### config.mk
export PLATFORM = sky130hd
export DESIGN_NAME = hsc_top
export DESIGN_NICKNAME = d
export VERILOG_FILES = /design/src/rtl/hsc_pkg.sv /design/src/rtl/hsc_issue.sv /design/src/rtl/hsc_tally.sv /design/src/rtl/hsc_top.sv
export SDC_FILE = /design/constraint.sdc
export NUM_CORES = 1
export LEC_CHECK = 0
export BUFFER_PORTS_ARGS = -buffer_cell sky130_fd_sc_hd__buf_2
export CAP_MARGIN = 25
export CORE_ASPECT_RATIO = 1.75
export CORE_MARGIN = 2
export CORE_UTILIZATION = 47
export DETAILED_ROUTE_END_ITERATION = 6
export PLACE_DENSITY = 0.74
export SLEW_MARGIN = 20
export SYNTH_ARGS = -nofsm -noshare
export SYNTH_HDL_FRONTEND = slang
export SYNTH_SLANG_ARGS = --single-unit
### constraint.sdc
create_clock -name clk -period 1.55 [get_ports clk]
set_clock_uncertainty 0.05 [all_clocks]
set_input_delay 0.155 -clock clk [delete_from_list [all_inputs] [get_ports clk]]
set_output_delay 0.155 -clock clk [all_outputs]
set_load 0.01 [all_outputs]
### src/rtl/hsc_pkg.sv
package hsc_pkg;
  // Occupancy of the single request slot between acceptance and completion
  typedef enum logic {
    HSC_IDLE = 1'b0,
    HSC_PEND = 1'b1
  } hsc_slot_e;

  localparam int unsigned HSC_DEF_WIDTH = 32;
endpackage

### src/rtl/hsc_issue.sv
module hsc_issue
  import hsc_pkg::*;
(
  input  logic      clk,
  input  logic      rst_n,
  input  logic      start_i,
  input  logic      hold_i,
  output hsc_slot_e slot_o
);
  always_ff @(posedge clk or negedge rst_n) begin
    if (!rst_n) begin
      slot_o <= HSC_IDLE;
    end else if (!hold_i) begin
      slot_o <= start_i ? HSC_PEND : HSC_IDLE;
    end
  end


  hold_freeze_chk: assert property (@(posedge clk) disable iff (!rst_n)
    hold_i |=> $stable(slot_o));
endmodule

### src/rtl/hsc_tally.sv
module hsc_tally #(
  parameter int unsigned WIDTH = 32
) (
  input  logic             clk,
  input  logic             rst_n,
  input  logic             advance_i,
  output logic [WIDTH-1:0] count_o
);
  localparam logic [WIDTH-1:0] STEP = WIDTH'(1);

  always_ff @(posedge clk or negedge rst_n) begin
    if (!rst_n) begin
      count_o <= '0;
    end else if (advance_i) begin
      count_o <= count_o + STEP;
    end
  end
endmodule

### src/rtl/hsc_top.sv
module hsc_top
  import hsc_pkg::*;
#(
  parameter int unsigned WIDTH = HSC_DEF_WIDTH
) (
  input  logic             clk,
  input  logic             rst_n,
  input  logic             start_i,
  input  logic             stall_i,
  output logic             busy_o,
  output logic             done_o,
  output logic [WIDTH-1:0] data_o
);
  hsc_slot_e slot;

  // Only a stall blocks intake: the initiation interval is one cycle
  assign busy_o = stall_i;
  assign done_o = (slot == HSC_PEND) && !stall_i;

  hsc_issue u_issue (
    .clk     (clk),
    .rst_n   (rst_n),
    .start_i (start_i),
    .hold_i  (stall_i),
    .slot_o  (slot)
  );

  hsc_tally #(.WIDTH(WIDTH)) u_tally (
    .clk       (clk),
    .rst_n     (rst_n),
    .advance_i (done_o),
    .count_o   (data_o)
  );


  accept_done_chk: assert property (@(posedge clk) disable iff (!rst_n)
    (start_i && !busy_o) ##1 !stall_i |-> done_o);


  done_data_chk: assert property (@(posedge clk) disable iff (!rst_n)
    done_o |=> data_o == $past(data_o) + WIDTH'(1));


  data_hold_chk: assert property (@(posedge clk) disable iff (!rst_n)
    !done_o |=> $stable(data_o));


  stall_quiet_chk: assert property (@(posedge clk) disable iff (!rst_n)
    stall_i |-> !done_o);


  busy_idle_chk: assert property (@(posedge clk) disable iff (!rst_n)
    !stall_i |-> !busy_o);
endmodule

Word-level counts from Yosys, hierarchy flattened

Index checks and enable logic that the tools add are counted.

$add $sub $neg: 1
Multiplexer cells: 1
Reduce and logical (&&, ||, !) cells: 2

Operators with widths:

| cell                  | number |
|---|---|
| $add 32x1->32 const B | 1 |
| $logic_and 1x1->1     | 1 |
| $logic_not 1->1       | 1 |
| $mux 1                | 1 |

Bits in registers: 33
Input port bits: 4
Output and inout port bits: 34
Word-level logic and storage cells: 6

Depth between registers and ports, before layout

Gate-level depths: netlist of run 1.

Word-level depth: 2
Depth in mapped cells: 5
Depth with buffers taken out: 5

Hierarchy

Synthesis of run 1 repeated with hierarchy kept, for this count alone.

Cell total of the unflattened synthesis: 127
Area, all modules: 1510.2 um^2

Modules (own cells, without submodules):

| module    | times used | cells each | area each (um^2) | sequential area each (um^2) |
|---|---|---|---|---|
| hsc_tally | 1          | 123        | 1448.9           | 800.8 |
| hsc_issue | 1          | 2          | 40.0             | 25.0 |
| hsc_top   | 1          | 2          | 21.3             | 0.0 |

Least setup slack after synthesis of run 1

OpenSTA, ideal clock, no wires.

Kind: register -> register
Start point: reg u_tally.count_o[0]
End point: reg u_tally.count_o[24]
Library setup time: 125 ps
Arrival: 1443 ps
Required time: 1375 ps
Setup slack: -68 ps
Cell stages (with the launch flop): 6
Path buffers: 0
Period minus slack after synthesis: 1618 ps
Cell sequence: dfrtp_1 ha_1 inv_1 nor4_4 nand4_1 xnor2_1

Longest elaborated chain between the ends: 1

Ends and longest elaborated chain:

| what                     | RTL line        | text |
|---|---|---|
| start: declaration       | hsc_tally.sv:7  | `output logic [WIDTH-1:0] count_o` |
| start signal: assignment | hsc_tally.sv:15 | `count_o <= count_o + STEP;` |
| $add 32x1->32            | hsc_tally.sv:15 |  |

No other way between the ends.
A chain may end at the register's enable or synchronous reset.

Final worst setup path of run 1

Start point: reg u_tally.count_o[3]
End point: reg u_tally.count_o[27]

The elaborated chain is that of the path after synthesis.

==> results of run 1 <==
-- layer usage --
metal | share of wire [%] | GRT usage, %
met3 | 5.1 | 6.52
met4 | 1.2 | 5.68
met1 | 36 | 23.0
met5 | 0 | 0
met2 | 58 | 37.1
-- cell usage after synthesis (all sizes together) --
cell and n:
buf 2, ha 1, dfrtp 33, nor4 4
nor2 2, xnor2 27, inv 1, mux2 2
nor2b 1, nand2 11, nand4b 2, and4 3
clkbuf 2, or3 1, nand4 14, xor2 4
nand3 9, and2 2, and3 7, nor3 1
-- cell families after synthesis --
kind of cell	Yosys count	synth area share, %
xor gates and xnor gates	31	17.3
and+or+nand+nor	57	26.4
adders and majority gates	1	0.797
DFF	33	52.6
buffers and inverters	5	1.51
muxes	2	1.43
-- sequential cells by signal, summed over array words and instances (netlist names) --
name	cells
u_tally.count_o	32
u_issue.slot_o	1
-- worst max-delay path: stages, from the launching register on --
cell	delay, ns
dfrtp_1	0.40
nand4b_4	0.22
nor4_4	0.42
nand4b_1	0.17
xnor2_1	0.16
-- repair_timing --
item / CTS / global route
endpoints found under the setup margin: 10 / 21
hold buffers: 1 / 0
endpoints found under the hold margin: 33 / 0
pin swaps: 6 / 7
buffers inserted: 5 / 0
resized for setup: 3 / 9
-- worst max-delay path by stage --
stage / startpoint / to / slack, ns / cells past startpoint
finish: u_tally.count_o[3] / u_tally.count_o[27] / 0.01 / 4
global route: u_tally.count_o[7] / u_tally.count_o[22] / -0.10 / 4
CTS: u_tally.count_o[3] / u_tally.count_o[17] / -0.0002 / 5
detailed placement: u_tally.count_o[3] / u_tally.count_o[22] / -0.05 / 4
global placement: u_issue.slot_o / u_tally.count_o[24] / 0.02 / 4
floorplan: u_tally.count_o[3] / u_tally.count_o[24] / 0.0002 / 4
-- power breakdown --
group / switching (µW) / internal (µW) / leakage, µW / total [µW]
combinational: 287 / 325 / 0.000618 / 612
sequential: 78.2 / 942 / 0.000446 / 1020
clock: 318 / 639 / 0.0000681 / 956
-- stage by stage --
step / setup WS [ns] / cell area (µm²) / power (µW) / utilization (%)
after floorplan: 0.000200 / 1570 / 1260 / -
after global placement: 0.0221 / 1940 / 1510 / 61.0
after detailed placement: -0.0493 / 1940 / 1530 / 61.0
after CTS: -0.000190 / 2130 / 2580 / 67.2
after global routing: -0.104 / 2180 / 2710 / 68.6
final: 0.0109 / 2180 / 2590 / 68.6
-- final cells by class --
cell class                 instances  area [µm²]  share of cell area, %
clock buffer                       5        68.8                   3.16
clock inverter                     3        65.1                   2.99
inverter                           1        3.75                  0.172
multi-input combinational         91         777                   35.7
sequential                        33         830                   38.1
tap                               43        53.8                   2.47
timing repair buffer              62         379                   17.4
==> reports/metrics.cfg, run 1 <==
[clock_tree]
cts_tree=yes
cts_num_sinks=33
clkTransAtPathRegs_ns=0.07
cts_root_buffer=clkbuf_8
h-tree-depth=2
cts_buffer_depth=2
cts_buffers=5
clk_latency_ns=0.29

[logic_synthesis]
synth.area.top_cells=dfrtp_1 53%, xnor2_1 15%, nor4_4 5.4%
synth_top_area_share_pct=52.6
synth_area_per_cell_um2=12.2
syn_nets=134
syn_area_um2=1570
synthCells=129
synth_area_leader_cell=dfrtp_1
yosysSeqAreaShare_pct=52.6
ys_ff_latch=33
ys_warn_count=0
yosys.cell_types.count=23

[worst_setup_path]
reg2reg_depth=4
end_kind=register
critPathLaunchType=register
rr_endpoint=u_tally.count_o[27]
path_class=reg -> reg
timing.rr.start=u_tally.count_o[3]
path_max_fanout=6
worstPathRequired_ns=1.67
worst-r2r-setup-slack_ns=0.01
cp.arrival_ns=1.65

[hold_path]
min-delay-start=start_i
whs_endpoint=u_issue.slot_o
whs_path_depth=2
hp-class=in -> reg

[sta]
fmax_mhz=650
whs_ns=0.0516
final_max_slew_viol_count=0
finalSetupViolCount=0
timing.final.crit_share_pct=99.3
rsz0062_at_grt=yes
fin_tns_setup_ns=0
min_period_ns=1.54
slew_headroom_pct=71.4
hold_viol_final=0
worst_pin_slew_ns=0.428

[global_route]
grt_max_degree=34
antenna_found_initial=0
grt_usage_pct=21.1
grt_pass1_wl_um=5810
grt_pass1_vias=1271
grt.overflow.total=0

[layout]
areaGrowthSynthToFinish_pct=38.6
num_antenna_cells=0
final_cell_mix=37 x buf_2, 30 x dfrtp_1, 25 x xnor2_1
drive_gt1_share_pct=45.6
layout_commonest_cell=buf_2
nets=199
layout.cells.non_filler=238
fill_cells=272

[placed_design]
place_hpwl_um=2530
dpl.cell_count=224
gp_congestion=0.778
io_buffers=37

[route]
ant_nets=0
drtIter0Drc=20
num_vias=1238
first_pass_iters=4
vias_per_cell=5.20
post_drt_wl_per_cell_um=14.5
drc=0
wirelength_um=3460

[pwr]
peakVddDrop_v=0.00111
power_density_nw_per_um2=1190
leakagePower_uw=0.00113

[floorplan]
core_um2=3180
dieArea_um2=3840
start_util_pct=49.4
rows=27
io_pins=38
die_w_um=47.7
die_height_um=80.5

[flow_run]
maxCapViolCount=0

[run_status]
outcome=completed

Power figures use the tool's default switching activity.
==> run 2, diff against run 1 <==
- CORE_UTILIZATION: 47 -> 49
- CTS_BUF_LIST: not set -> sky130_fd_sc_hd__clkbuf_8
- PLACE_DENSITY: 0.74 -> 0.77
==> reports/metrics.cfg, run 2 (synthesized netlist as in run 1, its figures left out) <==
[clock_tree]
cts_num_sinks=33  ; unchanged
cts_tree=yes
clkTransAtPathRegs_ns=0.06  ; about the same
cts_root_buffer=clkbuf_8
cts_buffers=5  ; unchanged
cts_buffer_depth=2  ; unchanged
clk_latency_ns=0.29  ; about the same
h-tree-depth=2  ; unchanged

[layout]
drive_gt1_share_pct=44.6  ; -1.0 points
largest_reg_flops=32  ; unchanged
reg_top3=u_tally.count_o: 32 flops, u_issue.slot_o: 1 flops
areaGrowthSynthToFinish_pct=34.8
nets=199  ; unchanged
final_cell_mix=37 x buf_2, 30 x dfrtp_1, 27 x xnor2_1
final_area_um2=2120  ; -2.8%
regMostFlops=u_tally.count_o
layout_commonest_cell=buf_2
num_antenna_cells=0  ; unchanged

[worst_setup_path]
path_max_fanout=6  ; unchanged
path_class=reg -> reg
worstPathRequired_ns=1.67  ; about the same
cp.arrival_ns=1.64  ; about the same
critPathLaunchType=register
end_kind=register

[floorplan]
rows=27  ; unchanged
start_util_pct=50.5  ; +1.1 points
io_pins=38  ; unchanged
core_um2=3110  ; -2.1%
die_w_um=46.8  ; -1.9%
die_height_um=78.9  ; -2.0%
dieArea_um2=3690  ; -3.8%

[sta]
fmax_mhz=657  ; +1.2%
min_period_ns=1.52  ; -0.0181 ns
rsz0062_at_grt=yes
fin_tns_setup_ns=0  ; unchanged
timing.final.crit_share_pct=98.1  ; -1.2 points
final_max_slew_viol_count=0  ; unchanged
worst_pin_slew_ns=0.416  ; -0.0125 ns
finalSetupViolCount=0  ; unchanged
hold_viol_final=0  ; unchanged
slew_headroom_pct=72.3  ; +0.94 points

[global_route]
met3_usage_pct=5.91  ; -0.61 points
grt_usage_pct=21.2  ; +0.18 points
antenna_found_initial=0  ; unchanged
grt_pass1_vias=1258  ; -1.0%
busiest_layer=met2
use_met1_pct=23.8  ; +0.76 points
grt_pass1_wl_um=5730  ; -1.3%
grt.overflow.total=0  ; unchanged
grt_max_degree=34  ; unchanged
grt_util_met2_pct=36.2  ; -0.90 points

[route]
post_drt_wl_per_cell_um=14.0  ; -3.5%
num_vias=1258  ; +1.6%
drtIter0Drc=44  ; +120%
vias_per_cell=5.29  ; +1.6%
ant_nets=0  ; unchanged
wirelength_um=3340  ; -3.5%
first_pass_iters=4  ; unchanged
drc=0  ; unchanged

[placed_design]
gp_congestion=0.806  ; +3.6%
place_hpwl_um=2330  ; -8.2%
io_buffers=37  ; unchanged
placed_area_um2=1910  ; -1.6%

[flow_run]
maxCapViolCount=0  ; unchanged

[hold_path]
hp-class=in -> reg

[pwr]
leakagePower_uw=0.00111  ; -1.9%
peakVddDrop_v=0.000780  ; -30%
power_density_nw_per_um2=1110  ; -6.8%

[run_status]
outcome=completed

==> run 2: stage by stage <==
step                      util [%]  power [µW]  instances  hold WS, ns  setup WS [ns]
after floorplan                  -        1260        129       -0.191       0.000200
after global placement        61.3        1500        220        0.141        -0.0303
after detailed placement      61.3        1530        220        0.151        -0.0705
after CTS                     66.3        2290        234       0.0448        0.00205
after global routing          68.1        2460        238       0.0645        -0.0927
final                         68.1        2340        238       0.0535         0.0290
==> run 2: what timing repair did <==
| item | 4_1_cts | 5_1_grt |
|---|---|---|
| hold endpoints to repair | 33 | 0 |
| buffers inserted | 5 | 4 |
| gates resized for setup | 2 | 7 |
| endpoints found under the setup margin | 13 | 22 |
| hold buffers | 1 | 0 |
| pin swaps | 4 | 11 |
==> run 2: final timing paths <==
kind,start,to,slack [ns],depth (start not counted)
min reg2reg,u_tally.count_o[31],u_tally.count_o[31],0.43,1
max,u_tally.count_o[3],u_tally.count_o[27],0.03,4
min,start_i,u_issue.slot_o,0.05,2
min in group asynchronous,rst_n,u_tally.count_o[9],0.37,3
max in group asynchronous,rst_n,u_tally.count_o[2],0.75,3
max reg2reg,u_tally.count_o[3],u_tally.count_o[27],0.03,4
==> run 2: layout make-up <==
cell class                      count  area, µm²
Fill cell                         242        991
Sequential cell                    33        830
Multi-Input combinational cell     91        753
Timing Repair Buffer               62        375
Clock buffer                        7       96.3
Tap cell                           43       53.8
Clock inverter                      1       5.00
Inverter                            1       3.75
==> run 2: power breakdown <==
part | switching [µW] | leakage (µW) | internal (µW)
Sequential | 94.6 | 0.000446 | 942
Combinational | 288 | 0.000610 | 313
Clock | 306 | 0.0000542 | 401
==> run 2: critical path, cell delays in order, from the launching register on <==
cell and delay (ns):
dfrtp_1 0.39, nand4b_4 0.22, nor4_4 0.40, nand4b_1 0.19, xnor2_1 0.16
==> run 2: layer usage <==
| metal | wire [µm] | vias up |
|---|---|---|
| met2 | 1850 | 39 |
| met3 | 184 | 7 |
| met1 | 1230 | 627 |
| met4 | 72 | 0 |
| met5 | 0 | - |
| li1 | - | 585 |
==> run 3, diff against run 2 <==
- BUFFER_PORTS_ARGS: -buffer_cell sky130_fd_sc_hd__buf_2 -> not set
- CORE_UTILIZATION: 49 -> 40
- DONT_BUFFER_PORTS: not set -> 1
- PLACE_DENSITY: 0.77 -> not set
- SETUP_SLACK_MARGIN: not set -> 0.2
==> reports/metrics.cfg, run 3 (synthesized netlist as in run 1, its figures left out) <==
[floorplan]
dieArea_um2=4460  ; +21%
start_util_pct=41.0  ; -9.5 points
core_um2=3830  ; +23%
die_height_um=86.9  ; +10%
rows=30  ; +11%
io_pins=38  ; unchanged
die_w_um=51.4  ; +9.8%

[worst_setup_path]
rr_endpoint=u_tally.count_o[23]
path_max_fanout=7  ; +1
path_class=reg -> reg
timing.rr.start=u_tally.count_o[6]
end_kind=register
worstPathRequired_ns=1.68  ; about the same
reg2reg_depth=6  ; +2
critPathLaunchType=register
cp.arrival_ns=1.70  ; +0.06 ns
worst-r2r-setup-slack_ns=-0.01  ; -0.04 ns

[layout]
reg_top3=u_tally.count_o: 32 flops, u_issue.slot_o: 1 flops
regMostFlops=u_tally.count_o
drive_gt1_share_pct=44.9  ; +0.33 points
areaGrowthSynthToFinish_pct=37.5
final_cell_mix=38 x buf_4, 26 x xnor2_1, 25 x dfrtp_1
layout_commonest_cell=buf_4
num_antenna_cells=0  ; unchanged
fill_cells=357  ; +48%
nets=182  ; -8.5%
largest_reg_flops=32  ; unchanged

[hold_path]
hp-class=in -> reg
whs_endpoint=u_tally.count_o[0]
whs_path_depth=3  ; +1
min-delay-start=stall_i

[clock_tree]
cts_root_buffer=clkbuf_8
cts_buffer_depth=2  ; unchanged
clk_latency_ns=0.29  ; about the same
cts_num_sinks=33  ; unchanged
cts_buffers=5  ; unchanged
clkTransAtPathRegs_ns=0.07  ; about the same
h-tree-depth=2  ; unchanged
cts_tree=yes

[sta]
setup_ws_ns=-0.0140  ; -0.0430 ns
worst_pin_slew_ns=0.339  ; -0.0762 ns
slew_headroom_pct=77.4  ; +5.1 points
timing.final.crit_share_pct=101  ; +2.8 points
fmax_mhz=639  ; -2.7%
finalSetupViolCount=1  ; +1
hold_viol_final=0  ; unchanged
rsz0062_at_grt=yes
final_max_slew_viol_count=0  ; unchanged
min_period_ns=1.56  ; +0.0430 ns

[route]
vias_per_cell=5.25  ; -0.72%
post_drt_wl_per_cell_um=15.5  ; +10%
wirelength_um=3500  ; +4.6%
ant_nets=0  ; unchanged
drtIter0Drc=31  ; -30%
drc=0  ; unchanged
first_pass_iters=4  ; unchanged
num_vias=1186  ; -5.7%

[placed_design]
io_buffers=0  ; -100%
gp_congestion=0.744  ; -7.7%
place_hpwl_um=2300  ; -0.94%
post-place-ws_ns=-0.0477  ; +0.0228 ns

[global_route]
grt_pass1_vias=1309  ; +4.1%
grt_usage_pct=17.4  ; -3.9 points
grt.overflow.total=0  ; unchanged
grt_max_degree=34  ; unchanged
grt_pass1_wl_um=5690  ; -0.84%
antenna_found_initial=0  ; unchanged

[pwr]
leakagePower_uw=0.00102  ; -7.7%
peakVddDrop_v=0.000985  ; +26%
power_density_nw_per_um2=1030  ; -7.3%
finalPower_uw=2210  ; -5.5%

[run_status]
violations=negative setup slack
outcome=finished, violations left

[flow_run]
maxCapViolCount=0  ; unchanged

==> run 3: cell types whose count changed in the layout (fill, tap and decap cells not counted), moves of 4 or more <==
cell,previous run,this run
buf_2,37,0
buf_4,24,38
dfrtp_1,30,25
dfrtp_2,3,8
nand2_2,0,4
nand3_1,9,5
==> run 3: routing by layer <==
layer	GRT usage [%]	wire length, µm	vias to the layer above
met5	0	0	-
met1	15.8	1250	597
met4	9.09	74	0
li1	-	-	550
met3	6.53	184	6
met2	31.9	1990	33
==> run 3: worst max-delay path, stage by stage (launching register included) <==
cell and delay (ns):
dfrtp_2 0.38, nand4_4 0.14, buf_4 0.17, nor4_4 0.26
buf_6 0.17, nand3_1 0.11, xnor2_1 0.16
==> run 3: worst max path at each step <==
stage,slack [ns],from,end
6_report,-0.01,u_tally.count_o[6],u_tally.count_o[23]
5_1_grt,-0.09,u_tally.count_o[6],u_tally.count_o[23]
4_1_cts,0.05,u_tally.count_o[1],u_tally.count_o[28]
3_5_place_dp,-0.05,u_issue.slot_o,u_tally.count_o[24]
3_3_place_gp,0.002,u_issue.slot_o,u_tally.count_o[24]
2_1_floorplan,0.05,u_tally.count_o[2],u_tally.count_o[24]
==> run 3: timing repair <==
action	4_1_cts	5_1_grt
hold buffers	4	0
setup endpoints to repair	27	27
endpoints found under the hold margin	34	0
buffers inserted	5	7
resized for setup	8	10
pin swaps	23	12
==> run 3: area by class of cell <==
type | count | area (µm²) | area share (%)
Timing Repair Buffer | 45 | 369 | 17.1
Tap cell | 48 | 60.1 | 2.78
Clock buffer | 5 | 68.8 | 3.19
Clock inverter | 3 | 17.5 | 0.812
Inverter | 1 | 3.75 | 0.174
Sequential cell | 33 | 836 | 38.7
Multi-Input combinational cell | 91 | 803 | 37.2
==> run 3: power breakdown <==
part	internal, µW	switching (µW)
clock network	310	332
registers	947	84.2
logic	270	271
==> run 3: metrics by stage <==
step / cell area, µm² / hold slack (ns) / std cells / setup TNS (ns) / utilization (%)
finish: 2160 / 0.129 / 226 / -0.0140 / 56.4
global route: 2160 / 0.133 / 226 / -0.580 / 56.4
CTS: 2050 / 0.168 / 219 / 0 / 53.7
detailed placement: 1850 / -0.190 / 202 / -0.207 / 48.4
global placement: 1850 / -0.190 / 202 / 0 / 48.4
floorplan: 1600 / -0.191 / 129 / 0 / -
